### config.mk
export PLATFORM = sky130hd
export DESIGN_NAME = byte_align_unit
export DESIGN_NICKNAME = d
export VERILOG_FILES = /design/src/rtl/byte_align_pkg.sv /design/src/rtl/align_byte_window.sv /design/src/rtl/align_out_reg.sv /design/src/rtl/byte_align_unit.sv
export SDC_FILE = /design/constraint.sdc
export NUM_CORES = 1
export LEC_CHECK = 0
export BUFFER_PORTS_ARGS = -buffer_cell sky130_fd_sc_hd__buf_2
export CORE_MARGIN = 1.5
export CORE_UTILIZATION = 48
export DETAILED_ROUTE_END_ITERATION = 10
export PLACE_DENSITY = 0.87
export SYNTH_ARGS = -nofsm -noshare
export SYNTH_HDL_FRONTEND = slang
export SYNTH_SLANG_ARGS = --single-unit
### constraint.sdc
create_clock -name clk -period 0.8 [get_ports clk]
set_clock_uncertainty 0.05 [all_clocks]
set_input_delay 0.04 -clock clk [delete_from_list [all_inputs] [get_ports clk]]
set_output_delay 0.04 -clock clk [all_outputs]
set_load 0.005 [all_outputs]
### src/rtl/byte_align_pkg.sv
package byte_align_pkg;
    localparam int LANE_W = 8;
    localparam int LANES  = 8;
    localparam int DATA_W = LANE_W * LANES;
    localparam int OFF_W  = $clog2(LANES);

    typedef struct packed {
        logic              vld;
        logic [DATA_W-1:0] data;
    } align_out_t;
endpackage

### src/rtl/align_byte_window.sv
module align_byte_window #(
    parameter int LANE_W = byte_align_pkg::LANE_W,
    parameter int LANES  = byte_align_pkg::LANES,
    localparam int DATA_W = LANE_W * LANES,
    localparam int OFF_W  = $clog2(LANES)
) (
    input  logic [DATA_W-1:0] hi_i,
    input  logic [DATA_W-1:0] lo_i,
    input  logic [OFF_W-1:0]  off_i,
    output logic [DATA_W-1:0] win_o
);
    logic [2*DATA_W-1:0] joined;
    assign joined = {hi_i, lo_i};

    // Output lane k takes joined lane (k + LANES - off): a per-lane mux,
    // never a shift across the whole operand width.
    for (genvar k = 0; k < LANES; k++) begin : g_lane
        logic [LANE_W-1:0] pick;
        always_comb begin
            pick = '0;
            for (int s = 0; s < LANES; s++) begin
                if (off_i == OFF_W'(s)) begin
                    pick = joined[(k + LANES - s)*LANE_W +: LANE_W];
                end
            end
        end
        assign win_o[k*LANE_W +: LANE_W] = pick;
    end
endmodule

### src/rtl/align_out_reg.sv
module align_out_reg
    import byte_align_pkg::*;
(
    input  logic              clk,
    input  logic              rst_n,
    input  logic              take_i,
    input  logic [DATA_W-1:0] win_i,
    output align_out_t        res_o
);
    align_out_t res_d, res_q;

    always_comb begin
        res_d     = res_q;
        res_d.vld = take_i;
        if (take_i) begin
            res_d.data = win_i;
        end
    end

    always_ff @(posedge clk or negedge rst_n) begin
        if (!rst_n) begin
            res_q <= '0;
        end else begin
            res_q <= res_d;
        end
    end

    assign res_o = res_q;
endmodule

### src/rtl/byte_align_unit.sv
module byte_align_unit
    import byte_align_pkg::*;
(
    input  logic              clk,
    input  logic              rst_n,
    input  logic              in_valid,
    input  logic [DATA_W-1:0] op_hi,
    input  logic [DATA_W-1:0] op_lo,
    input  logic [OFF_W-1:0]  byte_off,
    output logic              out_valid,
    output logic [DATA_W-1:0] out_data
);
    logic [DATA_W-1:0] win;
    align_out_t        res;

    align_byte_window #(
        .LANE_W(LANE_W),
        .LANES (LANES)
    ) u_window (
        .hi_i (op_hi),
        .lo_i (op_lo),
        .off_i(byte_off),
        .win_o(win)
    );

    align_out_reg u_reg (
        .clk   (clk),
        .rst_n (rst_n),
        .take_i(in_valid),
        .win_i (win),
        .res_o (res)
    );

    assign out_valid = res.vld;
    assign out_data  = res.data;
endmodule

==> summary.txt, run 1 <==
Run status
  • Outcome: aborted with a tool error
  • Stopped at: global routing (5_1_grt)
  • Tool error: [ERROR DPL-0038] Utilization greater than 100%, impossible to legalize

Timing
  • Worst_ep grt: u_reg.res_o[4]$_DFFE_PN0P_/D
  • WEP type: register input

Synthesis
  • Post-synth top area cell: dfrtp_1
  • Sequential-to-total area share from yosys stat: 25.6%
  • Post-Synthesis Mean Instance Area: 7.63 µm²
  • Yosys cell types: 32
  • Count leader, synth: a21oi_1
  • Post-Syn Area: 6360 µm²
  • Synth area leaders: dfrtp_1, mux2i_1, a21oi_1, o221ai_1, o22ai_1
  • Synthesis Warnings: 0
  • Yosys top cell area share: 25.6%
  • Share of async-settable or async-resettable flops after synthesis: 100%
  • Post-synth top cells: a21oi_1, mux2i_1, o21ai_0
  • Synthesized flop and latch total: 65
  • Syn Nets: 967
  • Mapped Cells: 833
  • Number of enable flip-flop cells after synthesis: 0
  • Main synth FF type: dfrtp_1

Floorplanning
  • Site Rows: 41
  • IO Pins: 199
  • Starting Density: 49.8%
  • Die outline height: 118 µm
  • Die Wd: 118 µm

Clocking
  • CTS H-tree depth: 3
  • CTS root buf: clkbuf_16
  • Clock buffer count from CTS: 9
  • Num Clock Sinks: 65
  • CTS Buffer Depth: 2

Placed design
  • Dpl hpwl: 21700 µm
  • Dpl cell area: 8690 µm²
  • Port Buffer Count: 190
  • GP Congestion: 0.988

Global routing
  • Largest net degree at the start of global routing: 31
repair_timing:
action / 4_1_cts
buffers inserted: 52
cloned: 26
hold endpoints to repair: 67
pin swaps: 87
gates resized for setup: 353
hold buffers: 1
endpoints found under the setup margin: 129
per-stage QoR:
step,utilization (%),cells,setup WS (ns),hold WS (ns)
floorplan,-,833,-0.361,-0.306
global placement,68.1,1287,-0.771,-0.137
detailed placement,68.1,1287,-0.776,-0.141
CTS,90.2,1369,-0.317,-0.00978
cell families after synthesis:
kind of cell | count (synthesis) | synth area share [%]
buf+inv | 156 | 11.7
mux | 98 | 15.7
simple gates | 136 | 10.7
flops | 65 | 25.6
compound gates | 378 | 36.3
==> run 2: changes to the inputs <==
CORE_UTILIZATION = 40   (was 48)
PLACE_DENSITY = unset   (was 0.87)
PLACE_DENSITY_LB_ADDON = 0.15   (was unset)
clock period = 1 ns   (was 0.8 ns; I/O delays follow)
==> run 2 against run 1 <==
The flow now finishes, with violations (negative setup slack). Synthesized area is the same. Synthesized cell count stayed put.
==> summary.txt, run 2 <==
Clocking
  • TritonCTS clock tree: done
  • Worst-Skew Late Latency: 0.35 ns
  • CTS root buf: clkbuf_16
  • CTS H-tree depth: 3
  • Num Clock Sinks: 65
  • Clock buffer count from CTS: 9
  • CTS Buffer Depth: 2
  • Clock-pin slew on the worst setup and hold paths: 0.05 ns

Timing
  • Worst hold slack: 0.00695 ns
  • Post-route setup slack: -0.0582 ns
  • RSZ-0062 raised after global routing: yes
  • # setup viols final: 23
  • Final hold violations: 0
  • Slew Viols, Final: 0
  • Tmin final: 1.06 ns
  • Peak Freq: 945 MHz
  • Worst-Margin Slew: 0.323 ns
  • Period utilization: 106%
  • Slew margin rel.: 78.4%
  • Setup TNS: -0.503 ns

Worst setup path
  • Critical path type: in2reg
  • Crit. Startpoint: byte_off[0]
  • Worst Path Required: 1.16 ns
  • Critical Path AT: 1.21 ns
  • CP endpoint kind: flip-flop
  • Reg2Reg Launch Point: u_reg.res_o[41]
  • Crit-path max FO: 22
  • Worst setup SP type: input pin
  • R2r setup slk: 0.07 ns

Detailed routing
  • # DRC: 0
  • Vias: 8184
  • 1st-iter DRT viols: 992
  • WL final: 30300 µm
  • Drt first pass iters: 6
  • WL/cell: 22.4 µm
  • Via density: 6.05
  • Remaining antenna violation count after routing: 0

Worst hold path
  • Worst Hold Class: in2reg
  • Hold path startpoint: op_lo[12]

Cells and area
  • FILL cells: 1308
  • Fin nets: 1272
  • Synth-to-Final Area Change: 57.1%
  • Share of layout cells above drive strength 1: 43.3%
  • Final Util: 65.0%
  • Most frequent cells in the layout: buf_2, buf_4, a21oi_1
  • Non-filler cells, final: 1353
  • Most common cell after layout, fill and taps aside: buf_2
  • Diode count: 0
  • Max reg flops: 65

Floorplanning
  • Die outline height: 129 µm
  • Die area: 16700 µm²
  • Site Rows: 45
  • Area of the core: 15400 µm²
  • Starting Density: 41.4%
  • IO Pins: 199
  • Die Wd: 129 µm

Synthesis
  • Number of enable flip-flop cells after synthesis: 0
  • Yosys top cell area share: 25.6%
  • Post-synth top cells: a21oi_1, mux2i_1, o21ai_0
  • Post-synth top area cell: dfrtp_1
  • Mapped Cells: 833
  • Share of async-settable or async-resettable flops after synthesis: 100%
  • Sequential-to-total area share from yosys stat: 25.6%
  • Post-Syn Area: 6360 µm²
  • Count leader, synth: a21oi_1
  • Yosys cell types: 32
  • Synth area leaders: dfrtp_1, mux2i_1, a21oi_1, o221ai_1, o22ai_1
  • Main synth FF type: dfrtp_1
  • Synthesis Warnings: 0
  • Syn Nets: 967
  • Synthesized flop and latch total: 65
  • Post-Synthesis Mean Instance Area: 7.63 µm²

Pwr
  • P_leak: 4.53 nW
  • PD cells: 1110 nW/µm²
  • Maximum VDD drop: 903 µV

Global routing
  • Number of global-route vias before repair: 7432
  • Largest net degree at the start of global routing: 32
  • Initial antenna violation count: 0
  • First-pass GRT wire length: 44700 µm
  • All-layer global routing usage: 35.7%
  • GR Overflow Total: 0

Job
  • Max_cap viols: 0

Run status
  • Outcome: complete, but fails checks
  • Failing checks: negative setup slack

Placed design
  • Dpl hpwl: 22400 µm
  • Placed Cells: 1308
  • GP Congestion: 0.966
  • Port Buffer Count: 190
==> run 2: cell counts after synthesis <==
No cell type changed its count.
==> run 2: cell type report <==
type	count	area [µm²]	area share [%]
multi-input combinational	612	4600	46.0
timing repair buffer	384	2950	29.5
sequential	65	1630	16.3
tap	211	264	2.64
inverter	66	258	2.58
clock buffer	12	256	2.57
clock inverter	3	40.0	0.401
==> run 2: layer usage <==
metal	share of wire, %	vias to the layer above	GRT usage [%]	wire length (µm)
met4	3.6	0	14.5	1110
li1	-	3717	-	-
met3	9.9	64	5.33	2990
met2	43	558	53.1	13200
met5	0	-	0	0
met1	43	3845	51.9	13000
==> run 2: power by group <==
part	leakage, nW	switching [mW]	internal, mW
registers	0.801	0.278	3.00
clock network	0.148	1.25	2.04
logic	3.58	2.34	2.15
==> run 2: path summary, 6_finish.rpt <==
path                                         to  depth (start not counted)
max in group asynchronous       u_reg.res_o[58]                          3
worst min register to register  u_reg.res_o[58]                          2
min in group asynchronous       u_reg.res_o[29]                          2
worst max register to register  u_reg.res_o[41]                          3
worst max-delay path            u_reg.res_o[27]                          8
worst min-delay path             u_reg.res_o[4]                          3
==> run 2: per-stage QoR <==
step                      power (mW)  instance area (µm²)  setup slack (ns)
final                           11.1                 9990           -0.0582
after global routing            11.5                 9990           -0.0646
after CTS                       10.7                 9420           -0.0475
after detailed placement        7.11                 8630            -0.576
after global placement          7.10                 8630            -0.556
after floorplan                 5.11                 6540            -0.171
==> run 2: cell families after synthesis <==
kind of cell	synth area share, %
AO/OA/AOI/OAI	36.3
buffers and inverters	11.7
AND/OR/NAND/NOR	10.7
multiplexers	15.7
flip-flops	25.6
==> run 2: critical path, stage by stage <==
cell       delay, ns
clkbuf_16       0.14
buf_12          0.14
nand2b_4        0.12
buf_12          0.19
o22ai_2         0.14
a21oi_1         0.08
o21ai_1         0.17
o221ai_1        0.17
==> run 2: repair_timing <==
action	CTS	global route
gates resized for setup	64	104
hold endpoints to repair	72	0
buffers inserted	3	13
endpoints found under the setup margin	76	83
cloned	4	4
pin swaps	4	17
hold buffers	8	0
No activity file was read; power rests on OpenSTA's default activity.
==> run 3: changes to the inputs <==
CORE_ASPECT_RATIO = 0.9   (was unset)
==> run 3 against run 2 <==
The run ends with negative hold slack, negative setup slack left. Sequential share of layout area increased by 0.49 points. Register-to-register slack got worse by 0.02 ns. Worst hold slack got worse by 0.0076 ns. Global-route usage increased by 1.1 points. Clock-buffer cell count unchanged. Die area about the same. Critical path depth decreased by 1. Design area decreased by 2.6%. First-iteration DRC count decreased by 8.0%. Critical path type unchanged. Sequential power increased by 2%.
==> summary.txt, run 3 (synthesis gave the netlist of run 2 again) <==
Timing
  • Slew margin rel.: 72.0%
  • Worst hold slack: -0.000656 ns
  • Post-route setup slack: -0.0959 ns
  • Worst-Margin Slew: 0.420 ns
  • Peak Freq: 913 MHz
  • Tmin final: 1.10 ns
  • Final hold violations: 1
  • # setup viols final: 56
  • RSZ-0062 raised after global routing: yes
  • Period utilization: 110%
  • Slew Viols, Final: 0

Detailed routing
  • Via density: 6.17
  • WL/cell: 23.0 µm
  • WL final: 30700 µm
  • Remaining antenna violation count after routing: 0
  • Drt first pass iters: 5
  • 1st-iter DRT viols: 913
  • # DRC: 0
  • Vias: 8241

Run status
  • Failing checks: negative hold slack, negative setup slack
  • Outcome: complete, but fails checks

Cells and area
  • Synth-to-Final Area Change: 53.1%
  • Fin nets: 1256
  • Most frequent cells in the layout: buf_2, buf_4, a21oi_1
  • Share of layout cells above drive strength 1: 40.9%
  • Non-filler cells, final: 1335
  • Multi-input gate area: 4520 µm²
  • Sequential Area: 1630 µm²
  • Most common cell after layout, fill and taps aside: buf_2
  • FILL cells: 1400
  • Max reg flops: 65

Worst hold path
  • Worst Hold Class: in2reg

Job
  • Max_cap viols: 0

Worst setup path
  • Worst Path Required: 1.17 ns
  • Critical Path AT: 1.27 ns
  • R2r setup slk: 0.05 ns
  • Crit-path max FO: 10
  • Critical path type: in2reg
  • CP endpoint kind: flip-flop
  • Worst setup SP type: input pin

Global routing
  • All-layer global routing usage: 36.8%
  • GR Overflow Total: 0
  • Largest net degree at the start of global routing: 66
  • Number of global-route vias before repair: 7870
  • First-pass GRT wire length: 45800 µm
  • Initial antenna violation count: 3

Floorplanning
  • Starting Density: 41.0%
  • IO Pins: 199
  • Site Rows: 43
  • Area of the core: 15500 µm²
  • Die area: 16700 µm²
  • Die Wd: 136 µm
  • Die outline height: 123 µm

Clocking
  • CTS root buf: clkbuf_16
  • CTS H-tree depth: 3
  • CTS Buffer Depth: 2
  • Num Clock Sinks: 65
  • Worst-Skew Late Latency: 0.35 ns
  • Clock-pin slew on the worst setup and hold paths: 0.06 ns
  • Clock buffer count from CTS: 9
  • TritonCTS clock tree: done

Pwr
  • Clock share of power: 30.4%
  • P_leak: 4.41 nW
  • Switching portion of total power: 35.3%
  • Internal: 7.11 mW
  • Sequential Power Share: 30.3%
  • Maximum VDD drop: 886 µV
  • PD cells: 1130 nW/µm²
  • Psw: 3.88 mW
  • Comb power frac: 39.4%

Placed design
  • Port Buffer Count: 190
  • GP Congestion: 0.995
  • Dpl hpwl: 22200 µm
  • Placed Cells: 1289
  • Setup WS pre-CTS: -0.562 ns
run 3: metrics by stage:
stage / setup TNS [ns] / cell area (µm²) / power (mW) / hold WS, ns / util, %
3_5_place_dp: -25.07 / 8560 / 7.07 / 0.0588 / 55.2
2_1_floorplan: -9.45 / 6540 / 5.11 / -0.296 / -
6_report: -2.39 / 9730 / 11.0 / -0.000656 / 62.8
5_1_grt: -4.72 / 9710 / 11.4 / 0.0304 / 62.7
4_1_cts: -1.12 / 9370 / 10.7 / 0.00183 / 60.5
3_3_place_gp: -24.83 / 8560 / 7.06 / 0.0581 / 55.2
run 3: power by group through the flow:
stage | logic [mW] | registers, mW | clock network [mW]
floorplan | 1.85 | 3.25 | 0
global placement | 3.72 | 3.34 | 0
detailed placement | 3.74 | 3.34 | 0
CTS | 4.03 | 3.30 | 3.36
global route | 4.62 | 3.35 | 3.47
finish | 4.33 | 3.33 | 3.34
run 3: cell type report:
| type | instances | area share (%) |
|---|---|---|
| Multi-Input combinational cell | 612 | 46.4 |
| Timing Repair Buffer | 368 | 28.4 |
| Sequential cell | 65 | 16.8 |
| Clock buffer | 12 | 2.64 |
| Tap cell | 202 | 2.60 |
| Inverter | 66 | 2.59 |
| Clock inverter | 3 | 0.412 |
| Antenna cell | 7 | 0.180 |
run 3: path summary, 6_finish.rpt:
path / start / to / cells past startpoint
max: byte_off[0] / u_reg.res_o[2] / 7
min: op_lo[14] / u_reg.res_o[6] / 3
max reg2reg: u_reg.res_o[30] / u_reg.res_o[30] / 3
min reg2reg: u_reg.res_o[55] / u_reg.res_o[55] / 2
max in group asynchronous: rst_n / u_reg.res_o[37] / 3
min in group asynchronous: rst_n / u_reg.res_o[57] / 3
run 3: metal layers:
layer	part of all wire [%]	track usage, %
met5	0.042	0
met1	40	48.7
met2	44	57.6
met4	3.6	14.6
met3	12	9.58
run 3: what timing repair did:
item / CTS / global route
buffers inserted: 5 / 6
gates resized for setup: 57 / 83
hold buffers: 9 / 0
pin swaps: 7 / 9
cloned: 4 / 0
setup endpoints to repair: 61 / 95
endpoints found under the hold margin: 73 / 0
run 3: worst max-delay path, cell delays in order:
cell	delay, ns
clkbuf_16	0.15
bufbuf_16	0.29
buf_12	0.16
mux2i_4	0.26
nor2_1	0.07
o21ai_1	0.15
o221ai_1	0.12
==> run 4: changes to the inputs <==
==> constraint.sdc (replaced) <==
create_clock -name clk -period 1 [get_ports clk]
set_clock_uncertainty 0.05 [all_clocks]
set_input_delay 0.1 -clock clk [delete_from_list [all_inputs] [get_ports clk]]
set_output_delay 0.1 -clock clk [all_outputs]
set_load 0.005 [all_outputs]
==> run 4 against run 3 <==
The flow finishes with violations (negative setup slack). Die area unchanged. Sequential power barely moved. Register-to-register slack barely moved. Critical path depth unchanged. Flip-flop and latch count is the same. Combinational power grew 15%. Final cell count increased by 3.5%. Global-route usage increased by 1.2 points. Maximum frequency down 2.8%. Power up 7.0%. Critical endpoint is now u_reg.res_o[7].
==> summary.txt, run 4 (synthesis gave the netlist of run 2 again) <==
Job
  • Max_cap viols: 0

Clocking
  • Worst-Skew Late Latency: 0.35 ns
  • TritonCTS clock tree: done
  • Num Clock Sinks: 65
  • CTS root buf: clkbuf_16
  • CTS H-tree depth: 3
  • CTS Buffer Depth: 2
  • Clock buffer count from CTS: 9
  • Clock-pin slew on the worst setup and hold paths: 0.06 ns

Cells and area
  • Max reg flops: 65
  • Final instance area: 10800 µm²
  • Fin nets: 1307
  • Synth-to-Final Area Change: 70.5%
  • Share of layout cells above drive strength 1: 51.8%
  • Final Util: 69.9%
  • Most frequent cells in the layout: buf_2, buf_4, a21oi_1
  • Most common cell after layout, fill and taps aside: buf_2

Timing
  • Final hold violations: 0
  • RSZ-0062 raised after global routing: yes
  • # setup viols final: 102
  • Setup TNS: -5.31 ns
  • Slew Viols, Final: 0
  • Peak Freq: 887 MHz
  • Post-route setup slack: -0.127 ns
  • Worst-Margin Slew: 0.386 ns
  • Tmin final: 1.13 ns
  • Period utilization: 113%
  • Slew margin rel.: 74.2%

Global routing
  • Initial antenna violation count: 8
  • All-layer global routing usage: 38.1%
  • Number of global-route vias before repair: 8117
  • GR Overflow Total: 0
  • First-pass GRT wire length: 47700 µm
  • Largest net degree at the start of global routing: 64

Worst hold path
  • Worst Hold Class: in2async

Worst setup path
  • CP cell instances: clkbuf_16 > buf_12 > buf_12 > mux2i_1 > a21oi_1 > o21ai_1 > o221ai_1
  • Top delay family on crit path: buffers and inverters
  • Worst setup SP type: input pin
  • Most used cell, CP: buf_12
  • Buf+Inv Stages, Crit Path: 3
  • Crit-path slowest cell: mux2i_1
  • Worst Path Required: 1.16 ns
  • CP endpoint kind: flip-flop
  • Critical path type: in2reg
  • Crit-path max FO: 20
  • Critical Path AT: 1.29 ns
  • Critical path's largest stage delay: 0.24 ns

Detailed routing
  • Vias: 8609
  • WL final: 32400 µm
  • # DRC: 0
  • Remaining antenna violation count after routing: 0
  • Via density: 6.23
  • Drt first pass iters: 6
  • WL/cell: 23.4 µm
  • 1st-iter DRT viols: 945

Run status
  • Failing checks: negative setup slack
  • Outcome: complete, but fails checks

Placed design
  • Dpl hpwl: 22600 µm
  • Port Buffer Count: 190
  • Dpl cell area: 8690 µm²
  • GP Congestion: 0.968

Pwr
  • PD cells: 1090 nW/µm²
  • Final Power: 11.8 mW
  • P_leak: 4.85 nW
  • Maximum VDD drop: 913 µV

Floorplanning
  • Die area: 16700 µm²
  • Site Rows: 43
  • Area of the core: 15500 µm²
  • IO Pins: 199
  • Die outline height: 123 µm
  • Starting Density: 41.0%
  • Die Wd: 136 µm
## run 4: cell count changes in the layout (fill, tap and decap cells not counted), sizes merged
cell	delta
buf	+55
clkbuf	+8
dlygate4sd3	-8
diode	-4
bufbuf	-3
clkinv	-1
## run 4: report_power, final
group	leakage, nW	internal (mW)	switching (mW)
Sequential	0.793	3.00	0.320
Combinational	3.90	2.47	2.53
Clock	0.158	2.19	1.26
## run 4: area by class of cell
cell class / instances / area [µm²]
Fill cell: 1252 / 4660
Clock buffer: 13 / 280
Multi-Input combinational cell: 612 / 4980
Antenna cell: 3 / 7.51
Clock inverter: 2 / 35.0
Inverter: 66 / 256
Sequential cell: 65 / 1640
Tap cell: 202 / 253
Timing Repair Buffer: 419 / 3390
## run 4: repair_timing
action	CTS	global route
setup endpoints to repair	121	126
gates resized for setup	163	134
pin swaps	21	23
gates cloned	7	6
hold endpoints to repair	65	0
hold buffers	1	0
buffers inserted	23	25
## run 4: metal layers
| layer | track usage (%) | part of all wire [%] | vias up |
|---|---|---|---|
| met2 | 59.5 | 45 | 544 |
| li1 | - | - | 3815 |
| met5 | 0 | 0.17 | - |
| met4 | 13.6 | 3.6 | 8 |
| met1 | 50.5 | 39 | 4132 |
| met3 | 10.5 | 12 | 110 |
## run 4: worst paths after layout
kind                            startpoint         endpoint  slack [ns]  cells after the start
min in group clk                 op_lo[13]   u_reg.res_o[5]        0.06                      3
min                                  rst_n  u_reg.res_o[55]        0.04                      2
min reg2reg                u_reg.res_o[49]  u_reg.res_o[49]        0.50                      2
max reg2reg                u_reg.res_o[41]  u_reg.res_o[41]        0.06                      4
max                            byte_off[0]   u_reg.res_o[7]       -0.13                      7
max in group asynchronous            rst_n   u_reg.res_o[1]        0.28                      3
## run 4: metrics by stage
step,worst slack [ns],instances,hold slack (ns)
5_1_grt,-0.243,1379,0.0657
6_report,-0.127,1382,0.0376
3_3_place_gp,-0.698,1305,-0.141
3_5_place_dp,-0.645,1305,-0.141
4_1_cts,-0.0959,1351,0.0334
2_1_floorplan,-0.221,833,-0.246
